$ cat src/rtl/fsu_pkg.sv
package fsu_pkg;
  typedef enum logic {
    LINK_IDLE   = 1'b0,
    LINK_ACTIVE = 1'b1
  } link_state_t;

  typedef struct packed {
    logic pending;
    logic overrun;
  } cap_flags_t;
endpackage

$ cat src/rtl/fsu_free_timer.sv
module fsu_free_timer #(
  parameter int TIMER_W = 16
) (
  input  logic               clk,
  input  logic               rst,
  output logic [TIMER_W-1:0] count
);
  always_ff @(posedge clk) begin
    if (rst) count <= '0;
    else     count <= count + 1'b1;
  end

  assert_timer_step_R7: assert property (@(posedge clk) disable iff (rst)
    !rst |=> count == TIMER_W'($past(count) + 1'b1));
endmodule

$ cat src/rtl/fsu_pulse_gen.sv
module fsu_pulse_gen
  import fsu_pkg::*;
#(
  parameter int PULSE_BITS = 1
) (
  input  logic clk,
  input  logic rst,
  input  logic bit_tick,
  input  logic eof_ok,
  output logic pulse
);
  localparam int CNT_W = (PULSE_BITS > 1) ? $clog2(PULSE_BITS) : 1;
  localparam logic [CNT_W-1:0] LAST_TICK = CNT_W'(PULSE_BITS - 1);

  link_state_t      state;
  logic [CNT_W-1:0] ticks;

  always_ff @(posedge clk) begin
    if (rst) begin
      state <= LINK_IDLE;
      ticks <= '0;
    end else begin
      case (state)
        LINK_IDLE: begin
          if (eof_ok) begin
            state <= LINK_ACTIVE;
            ticks <= '0;
          end
        end
        LINK_ACTIVE: begin
          if (bit_tick) begin
            if (ticks == LAST_TICK) begin
              state <= LINK_IDLE;
              ticks <= '0;
            end else begin
              ticks <= ticks + 1'b1;
            end
          end
        end
        default: state <= LINK_IDLE;
      endcase
    end
  end

  assign pulse = (state == LINK_ACTIVE);

  assert_pulse_start_R2: assert property (@(posedge clk) disable iff (rst)
    (!pulse && eof_ok) |=> pulse);

  assert_pulse_end_R3: assert property (@(posedge clk) disable iff (rst)
    (pulse && bit_tick && ticks == LAST_TICK) |=> !pulse);

  assert_no_retrigger_R4: assert property (@(posedge clk) disable iff (rst)
    (pulse && eof_ok && !bit_tick) |=> (pulse && $stable(ticks)));
endmodule

$ cat src/rtl/fsu_link_gate.sv
module fsu_link_gate (
  input  logic clk,
  input  logic rst,
  input  logic pulse,
  input  logic link_en,
  output logic link_out
);
  // Latches that the enable dropped during the running pulse.
  logic blocked;

  always_ff @(posedge clk) begin
    if (rst) blocked <= 1'b0;
    else     blocked <= pulse & (blocked | ~link_en);
  end

  assign link_out = pulse & link_en & ~blocked;

  assert_gate_low_R5: assert property (@(posedge clk) disable iff (rst)
    !link_en |-> !link_out);

  assert_no_reedge_R6: assert property (@(posedge clk) disable iff (rst)
    $rose(link_out) |-> $rose(pulse));
endmodule

$ cat src/rtl/fsu_stamp_capture.sv
module fsu_stamp_capture
  import fsu_pkg::*;
#(
  parameter int TIMER_W = 16
) (
  input  logic               clk,
  input  logic               rst,
  input  logic               trig,
  input  logic [TIMER_W-1:0] timer_val,
  input  logic               ack,
  output logic [TIMER_W-1:0] stamp,
  output cap_flags_t         flags
);
  logic trig_d;
  logic rise;

  assign rise = trig & ~trig_d;

  always_ff @(posedge clk) begin
    if (rst) begin
      trig_d <= 1'b0;
      stamp  <= '0;
      flags  <= '0;
    end else begin
      trig_d <= trig;
      if (rise) begin
        stamp         <= timer_val;
        flags.pending <= 1'b1;
        flags.overrun <= flags.pending & ~ack;
      end else if (ack) begin
        flags.pending <= 1'b0;
        flags.overrun <= 1'b0;
      end
    end
  end

  assert_capture_value_R7: assert property (@(posedge clk) disable iff (rst)
    rise |=> stamp == $past(timer_val));

  assert_pending_hold_R8: assert property (@(posedge clk) disable iff (rst)
    (flags.pending && !ack) |=> flags.pending);

  assert_overrun_set_R9: assert property (@(posedge clk) disable iff (rst)
    (rise && flags.pending && !ack) |=> flags.overrun);

  assert_ack_clear_R10: assert property (@(posedge clk) disable iff (rst)
    (ack && !rise) |=> (!flags.pending && !flags.overrun));
endmodule

$ cat src/rtl/frame_stamp_unit.sv
module frame_stamp_unit
  import fsu_pkg::*;
#(
  parameter int TIMER_W    = 16,
  parameter int PULSE_BITS = 1
) (
  input  logic               clk,
  input  logic               rst,
  input  logic               bit_tick,
  input  logic               eof_ok,
  input  logic               link_en,
  input  logic               cap_ack,
  output logic               link_out,
  output logic [TIMER_W-1:0] cap_stamp,
  output logic               cap_pending,
  output logic               cap_overrun
);
  logic [TIMER_W-1:0] timer_count;
  logic               raw_pulse;
  logic               gated;
  cap_flags_t         flags;

  fsu_free_timer #(.TIMER_W(TIMER_W)) u_timer (
    .clk   (clk),
    .rst   (rst),
    .count (timer_count)
  );

  fsu_pulse_gen #(.PULSE_BITS(PULSE_BITS)) u_pulse (
    .clk      (clk),
    .rst      (rst),
    .bit_tick (bit_tick),
    .eof_ok   (eof_ok),
    .pulse    (raw_pulse)
  );

  fsu_link_gate u_gate (
    .clk      (clk),
    .rst      (rst),
    .pulse    (raw_pulse),
    .link_en  (link_en),
    .link_out (gated)
  );

  fsu_stamp_capture #(.TIMER_W(TIMER_W)) u_cap (
    .clk       (clk),
    .rst       (rst),
    .trig      (gated),
    .timer_val (timer_count),
    .ack       (cap_ack),
    .stamp     (cap_stamp),
    .flags     (flags)
  );

  assign link_out    = gated;
  assign cap_pending = flags.pending;
  assign cap_overrun = flags.overrun;

  assert_reset_clear_R1: assert property (@(posedge clk)
    rst |=> (!cap_pending && !cap_overrun && cap_stamp == '0));
endmodule

$ cat config.mk
export PLATFORM = sky130hd
export DESIGN_NAME = frame_stamp_unit
export DESIGN_NICKNAME = d
export VERILOG_FILES = /design/src/rtl/fsu_pkg.sv /design/src/rtl/fsu_free_timer.sv /design/src/rtl/fsu_pulse_gen.sv /design/src/rtl/fsu_link_gate.sv /design/src/rtl/fsu_stamp_capture.sv /design/src/rtl/frame_stamp_unit.sv
export SDC_FILE = /design/constraint.sdc
export NUM_CORES = 1
export LEC_CHECK = 0
export ABC_AREA = 1
export BUFFER_PORTS_ARGS = -buffer_cell sky130_fd_sc_hd__buf_2
export CORE_MARGIN = 2
export CORE_UTILIZATION = 58
export CTS_CLUSTER_SIZE = 10
export DETAILED_ROUTE_END_ITERATION = 10
export PLACE_DENSITY = 0.91
export REMOVE_ABC_BUFFERS = 1
export SYNTH_ARGS = -nofsm -noshare
export SYNTH_HDL_FRONTEND = slang
export SYNTH_HIERARCHICAL = 1
export SYNTH_SLANG_ARGS = --single-unit
$ cat constraint.sdc
create_clock -name clk -period 2.3 [get_ports clk]
set_clock_uncertainty 0.05 [all_clocks]
set_input_delay 0 -clock clk [delete_from_list [all_inputs] [get_ports clk]]
set_output_delay 0 -clock clk [all_outputs]
set_load 0.05 [all_outputs]
* Word-level counts from Yosys, hierarchy flattened
Cells that the tools add are included.
Word-level totals: register bits after elaboration 38, output and inout port bits 19, logic and storage cells 35, input bits 6
Operators by class: mux-type cells 10, reduce and logical (&&, ||, !) cells 2, bitwise logic cells 11, $add $sub $neg 2, equality and inequality tests 2
Operators by type and width (number):
- $add 16x1->16 const B | 1
- $mux 1 | 6
- $and 1x1->1 | 5
- $not 1->1 | 5
- $mux 2 | 2
- $ne 2x2->1 const B | 2
- $pmux 1 s2 | 2
- $reduce_and 2->1 | 1
- $reduce_bool 2->1 | 1
- $add 1x1->1 const B | 1
- $or 1x1->1 | 1

* Logic depth before layout (Yosys ltp)
Gate-level depths: netlist of the first run.
word-level depth 4, gate-level depth with buffers 8, gate-level depth less buffers 7

* Hierarchy
Netlist of the first run, hierarchy kept.
Modules (own cells, without submodules):
- fsu_stamp_capture | cells each 103, times used 1, seq. area each 380.4 um2, area an instance 792.0 um2
- fsu_free_timer | cells each 113, times used 1, seq. area each 320.3 um2, area an instance 770.7 um2
- fsu_link_gate | cells each 8, times used 1, seq. area each 20.0 um2, area an instance 46.3 um2
- fsu_pulse_gen | cells each 6, times used 1, seq. area each 20.0 um2, area an instance 41.3 um2

* Worst setup path before layout of the first run
OpenSTA, ideal clock, no wires.
path kind register -> register, from register u_pulse.state (netlist: u_pulse/pulse), to register u_cap.stamp[0], buffers on the path 2, library setup time 0.114 ns, data arrival time 1.677 ns, cell stages (with the launch flop) 8, slack 0.459 ns, data required time 2.136 ns, clock period less this slack 1.841 ns, path through dfxtp_1 > nand2_1 > nor2_1 > buf_6 > buf_2 > nand3b_1 > nand2_1 > nor2_1
Between the ends: cells in the longest elaborated chain, start to end 3
Ends and longest elaborated chain:
- start, declared | RTL line fsu_pulse_gen.sv:15 | link_state_t state;
- start signal, assigned | RTL line fsu_pulse_gen.sv:20 | state <= LINK_IDLE;
- start signal, assigned | RTL line fsu_pulse_gen.sv:26 | state <= LINK_ACTIVE;
- start signal, assigned | RTL line fsu_pulse_gen.sv:33 | state <= LINK_IDLE;
- $and 1x1->1 (2 in series) | RTL line fsu_link_gate.sv:16 | assign link_out = pulse & link_en & ~blocked;
- via link_out | RTL line frame_stamp_unit.sv:13 | output logic link_out,
- $and 1x1->1 | RTL line fsu_stamp_capture.sv:17 | assign rise = trig & ~trig_d;
- end signal, assigned | RTL line fsu_stamp_capture.sv:27 | stamp <= timer_val;
- end, declared | RTL line fsu_stamp_capture.sv:11 | output logic [TIMER_W-1:0] stamp,
The timed path passes the listed nets, and every way through them passes these cells. A chain may end at the register's enable or synchronous reset.

* Final worst setup path of the first run
from register u_pulse.state (netlist: u_pulse/pulse), to register, netlist name u_cap/flags[1]
Between the ends: cells in the longest elaborated chain, start to end 4, elaborated cells between the ends (all ways) 5, classes of those cells mux: 1; bitwise: 3; reduce/logical: 1
Ends and longest elaborated chain (RTL line):
- $and 1x1->1 * (2 in series) | fsu_link_gate.sv:16
- $and 1x1->1 * | fsu_stamp_capture.sv:17
- $mux 2 or $reduce_bool 2->1 (tied branches)
Every way passes the cells marked *; elsewhere a longest branch is shown, timed or not.

==> metrics.yaml, run 1 <==
p_clk_share_pct: 35.0
dpl-instance-area_sq_um: 1770
synth-xor-area-share_pct: 0.531
grt_pass1_wl_um: 5590
drive_gt1_share_pct: 17.5
rsz0062_at_grt: "no"
run_status: "finished clean"
stdcell_area_sq_um: 1920
internal_power_mw: 0.982
clk_latency_ps: 340
yosys.area.top_type: "dfxtp_1"
wl_per_cell_um: 11.4
core_area_sq_um: 2730
diodes: 0
p_sw_share_pct: 27.0
pwr-share-seq_pct: 50.8
cp-start-kind: "flop"
synth-compound-area-share_pct: 5.53
tightest_slew_ps: 305
die_x_um: 57.3
worstSetupEndpointType: "flop"
grt_pass1_vias: 1257
grtUsageTotal_pct: 22.5
drc: 0
hold_class: "reg2reg"
path_cells: "nand2_1 -> nor2_1 -> buf_4 -> nand2_4 -> a21oi_1 -> dlygate4sd3_1"
muxShareOfSynthArea_pct: 0
htreeDepth: 2
rows: 19
cts_buffers: 5
report.final.slew_viol_count: 0
synth_cells: 230
yosysWarnings: 6
maxCapViolCount: 0
yosysUniqueCellTypes: 27
dieArea_sq_um: 3290
tritoncts: "built"
clock-sinks: 37
synthSimpleGateAreaFrac_pct: 39.8
cp_slowest_stage_delay_ps: 550
root_buffer: "clkbuf_4"
ys_seq_area_share_pct: 44.9
synth_top_area_share_pct: 44.9
period_minus_slack_ps: 1660
switchingPower_mw: 0.363
gp_congestion: 0.775
viasPerCell: 5.16
nets: 269
worst-setup-path-type: "reg2reg"
dr.pass1.iters: 4
syn_area_sq_um: 1650
final-setup-viol-count: 0
hold_violations: 0
cp_data_required_time_ps: 2550
portBuffers: 24
power_mw: 1.34
syn_avg_cell_area_sq_um: 7.18
fin_crit_sh_pct: 72.1
rr_worst_depth: 6
antenna_found_initial: 0
synth_top_family_by_area: "simple AND/OR/NAND/NOR gates"
dp_hpwl_um: 2260
whs_path_depth: 2
synthAdderAreaFrac_pct: 0.758
ios: 25
vias: 1517
area_delta_synth_final_pct: 16.1
setup_tns_ps: 0
drtIter0Drc: 93
routed_wl_um: 3350
cellPowerDensity_nw_per_um2: 702
clockBufferDepth: 2
ir_drop_mv: 0.809
cp.arrival_ps: 1910
post_cts_resize_count: 0
grt_max_degree: 20
max_slew_margin_pct: 79.7
die_h_um: 57.3
comb_power_share_pct: 14.2
drtAntennaViolNets: 0
synth_seq_cells: 37
crit_slowest_cell: "dlygate4sd3_1"
cp_max_fo: 19
synth.area.top_cells: "dfxtp_1, nor2_1, nand2_1, nand3b_1, inv_1"
start_util_pct: 60.4
clk_pin_slew_ps: 110
grt_remaining_overflow: 0
fmaxAchievable_ghz: 0.603
cellLeakagePower_nw: 0.889
[power groups by stage]
stage | Combinational (mW) | Sequential [mW] | Clock [mW]
after detailed placement | 0.183 | 0.697 | 0
final | 0.191 | 0.682 | 0.471
after global placement | 0.178 | 0.695 | 0
after CTS | 0.191 | 0.682 | 0.480
after floorplan | 0.0745 | 0.762 | 0
after global routing | 0.210 | 0.685 | 0.502
[what timing repair did]
action | 4_1_cts | 5_1_grt
setup buffers | 0 | 0
hold buffers | 6 | 0
hold endpoints to repair | 10 | 0
[critical path: cells and delay by family (launching register included)]
kind | cells | cell delay, ps
buffers and inverters | 2 | 790
and+or+nand+nor | 3 | 260
AOI/OAI and AO/OA | 1 | 130
DFF | 1 | 380
[cells by family after synthesis]
logic type / Yosys count
adder cells (fa/ha/maj): 1
flip-flops: 37
AO/OA/AOI/OAI: 14
AND/OR/NAND/NOR: 148
XOR/XNOR: 1
buffers and inverters: 29
[final timing paths]
kind | start | to | slack (ps)
hold reg to reg | u_pulse/pulse$_SDFF_PP0_ | u_gate/blocked$_SDFF_PP0_ | 430
setup / recovery | u_pulse/pulse$_SDFF_PP0_ | u_cap/flags[1]$_SDFFE_PP0P_ | 640
hold / removal | u_pulse/pulse$_SDFF_PP0_ | u_gate/blocked$_SDFF_PP0_ | 430
setup reg to reg | u_pulse/pulse$_SDFF_PP0_ | u_cap/flags[1]$_SDFFE_PP0P_ | 640
[cell usage in the layout (no fill, tap or decap), types with 3 or more instances in the layout]
| master | Yosys | layout |
|---|---|---|
| a21oi_1 | 5 | 5 |
| clkbuf_4 | 0 | 5 |
| inv_2 | 3 | 3 |
| o21bai_1 | 3 | 3 |
| dlygate4sd3_1 | 0 | 6 |
| nor2_2 | 3 | 3 |
| buf_2 | 4 | 24 |
| nand3_1 | 4 | 4 |
| nand2_1 | 52 | 52 |
| dfxtp_1 | 37 | 37 |
| nand2_2 | 3 | 3 |
| nand3b_1 | 16 | 16 |
| inv_1 | 17 | 17 |
| nor2_1 | 65 | 65 |
[synthesized netlist by cell type, drive strengths merged]
cell type   n
a31oi       1
o21bai      3
buf         6
a21oi       5
inv        22
nand4       2
nor3        1
nand3b     16
nand3       4
ha          1
xor2        1
dfxtp      37
nor2       69
a211oi      1
nand2      56
clkinv      1
o21ai       2
o21a        2
[registers in the layout, indices dropped and copies added (netlist names)]
| signal | cells |
|---|---|
| u_cap/flags | 2 |
| u_cap/stamp | 16 |
| u_timer/count | 16 |
| u_gate/blocked | 1 |
| u_cap/trig_d | 1 |
| u_pulse/pulse | 1 |
[metal layers]
| metal | vias to the layer above | wire length [um] | GRT usage, % |
|---|---|---|---|
| met5 | - | 0 | 0 |
| met4 | 0 | 82 | 10.3 |
| met3 | 9 | 198 | 6.80 |
| met2 | 41 | 1570 | 33.9 |
| met1 | 695 | 1500 | 29.8 |
| li1 | 772 | - | - |
[stage by stage]
step / setup WS, ps / util, % / hold slack, ps / std cells
floorplan: 74.6 / - / 16.7 / 224
global placement: 1020 / 64.8 / 183 / 280
detailed placement: 987 / 64.8 / 196 / 280
CTS: 656 / 70.1 / 389 / 294
global route: 500 / 70.1 / 451 / 294
finish: 641 / 70.1 / 430 / 294
[cell type report]
class / count / area, sq um
fillers: 212 / 818
multi-input cells: 164 / 769
flip-flops and latches: 37 / 741
repair buffers: 31 / 188
inverters: 23 / 93.8
clock buffers: 7 / 55.1
well taps: 31 / 38.8
clock inverters: 1 / 30.0
Note: power is estimated with default switching activity, not from simulation.
==> inputs of run 2 (changes only) <==
CORE_UTILIZATION = 55   (was 58)
PLACE_DENSITY = 0.87   (was 0.91)
clock period = 1.6 ns   (was 2.3 ns; I/O delays follow)
==> run 2 against run 1 <==
The run now ends with DRC left. Combinational power up 44%. Sequential share of layout area up 0.56 points. Power up 30%. Critical path type is now reg2out.
==> metrics.yaml, run 2 (same netlist as run 1, synthesis figures left out) <==
run_status: "finished with violations"
violations: "DRC"
dp_hpwl_um: 2210  # -2.5%
r2r_start: "u_timer/count[0]$_SDFF_PP0_"
clk_pin_slew_ps: 90  # -20 ps
die_x_um: 58.8  # +2.5%
setup_slack_ps: 130  # -511 ps
hp-start: "bit_tick"
drtAntennaViolNets: 0  # unchanged
nets: 268  # -0.37%
setup_tns_ps: 0  # unchanged
hold_ws_ps: 406  # -24.7 ps
portBuffers: 24  # unchanged
final-setup-viol-count: 0  # unchanged
clock-sinks: 37  # unchanged
viasPerCell: 5.02  # -2.8%
max_slew_margin_pct: 80.5  # +0.84 points
report.final.slew_viol_count: 0  # unchanged
gp_congestion: 0.851  # +9.9%
cellLeakagePower_nw: 0.871  # -2.0%
drive_gt1_share_pct: 17.2  # -0.25 points
rsz0062_at_grt: "no"
worst-setup-path-type: "reg2out"
cp_data_required_time_ps: 1550  # -1000 ps
die_h_um: 58.8  # +2.5%
drc: 1  # +1
routed_wl_um: 3130  # -6.8%
cp_max_fo: 19  # unchanged
cellPowerDensity_nw_per_um2: 926  # +32%
start_util_pct: 58.8  # -1.5 points
r2r-end: "u_timer/count[14]$_SDFF_PP0_"
fmaxAchievable_ghz: 0.680
dr.pass1.iters: 7  # +3
final_common_cell: "nor2_1"
grt_pass1_vias: 1310  # +4.2%
whs_path_depth: 5  # +3
vias: 1465  # -3.4%
grtUsageTotal_pct: 21.1  # -1.4 points
post_cts_buffers: 0  # unchanged
regArea_sq_um: 741  # unchanged
wl_per_cell_um: 10.7  # -6.1%
dpl-instance-area_sq_um: 1780  # +0.71%
hold_class: "in2reg"
fin_crit_sh_pct: 91.9
rr_worst_depth: 6  # unchanged
period_minus_slack_ps: 1470
worstSetupEndpointType: "output pin"
tritoncts: "built"
tightest_slew_ps: 292  # -12.6 ps
fillCellCount: 239  # +13%
htreeDepth: 2  # unchanged
hold_violations: 0  # unchanged
rows: 19  # unchanged
grt_remaining_overflow: 0  # unchanged
area_delta_synth_final_pct: 14.4
grt_pass1_wl_um: 5440  # -2.6%
multi_input_area_sq_um: 769  # unchanged
drtIter0Drc: 68  # -27%
place_ws_ps: 263  # -724 ps
clk_latency_ps: 350  # about the same
cp.arrival_ps: 1420  # -490 ps
final_cell_mix: "nor2_1, nand2_1, dfxtp_1, buf_2, inv_1"
maxCapViolCount: 0  # unchanged
diodes: 0  # unchanged
ios: 25  # unchanged
stdcell_area_sq_um: 1890  # -1.4%
clockBufferDepth: 2  # unchanged
worstHoldEndpoint: "u_pulse/pulse$_SDFF_PP0_"
ir_drop_mv: 0.557  # -31%
r2r_setup_slack_ps: 220  # -420 ps
cp-start-kind: "flop"
final_core_util_pct: 67.3  # -2.8 points
dieArea_sq_um: 3450  # +5.1%
grt_max_degree: 20  # unchanged
reg_top3: "u_cap/stamp (16), u_timer/count (16), u_cap/flags (2)"
antenna_found_initial: 0  # unchanged
core_area_sq_um: 2810  # +2.6%
root_buffer: "clkbuf_4"
cts_buffers: 5  # unchanged
==> run 2: worst max-delay path, cell delays in order, from the launching register on <==
cell	delay [ps]
dfxtp_1	380
nand2_1	70
nor2_1	180
buf_12	180
buf_2	270
==> run 2: per-stage QoR <==
step	instances	power, mW
finish	292	1.75
global route	292	1.84
CTS	292	1.76
detailed placement	280	1.27
global placement	280	1.26
floorplan	224	1.20
==> run 2: worst max-delay path by stage <==
stage / from / to / slack (ps) / cells past startpoint
after global routing: u_pulse/pulse$_SDFF_PP0_ / link_out / 20 / 4
final: u_pulse/pulse$_SDFF_PP0_ / link_out / 130 / 4
after CTS: u_pulse/pulse$_SDFF_PP0_ / link_out / 120 / 4
after detailed placement: u_timer/count[0]$_SDFF_PP0_ / u_timer/count[14]$_SDFF_PP0_ / 260 / 6
after global placement: u_timer/count[0]$_SDFF_PP0_ / u_timer/count[14]$_SDFF_PP0_ / 340 / 6
after floorplan: u_pulse/pulse$_SDFF_PP0_ / u_cap/stamp[0]$_SDFFE_PP0P_ / -630 / 6
==> run 2: power by group <==
| part | switching [mW] | leakage (nW) | total (mW) | internal [mW] |
|---|---|---|---|---|
| Combinational | 0.193 | 0.539 | 0.275 | 0.0823 |
| Clock | 0.284 | 0.0314 | 0.491 | 0.207 |
| Sequential | 0.0233 | 0.301 | 0.981 | 0.958 |
==> run 2: layout make-up <==
type / count / area share (%)
clock buffer: 7 / 2.92
timing repair buffer: 30 / 10.1
multi-input combinational: 164 / 40.8
inverter: 23 / 4.97
sequential: 37 / 39.2
tap: 31 / 2.05
==> run 2: routing by layer <==
layer	GRT usage, %	vias up	share of wire, %
met1	26.5	649	48
li1	-	777	-
met2	32.2	32	45
met4	12.7	0	2.2
met3	5.93	7	4.7
met5	0	-	0
==> run 2: repair_timing <==
| action | 4_1_cts | 5_1_grt |
|---|---|---|
| hold buffers | 5 | 0 |
| endpoints found under the hold margin | 10 | 0 |
| resized for setup | 0 | 0 |
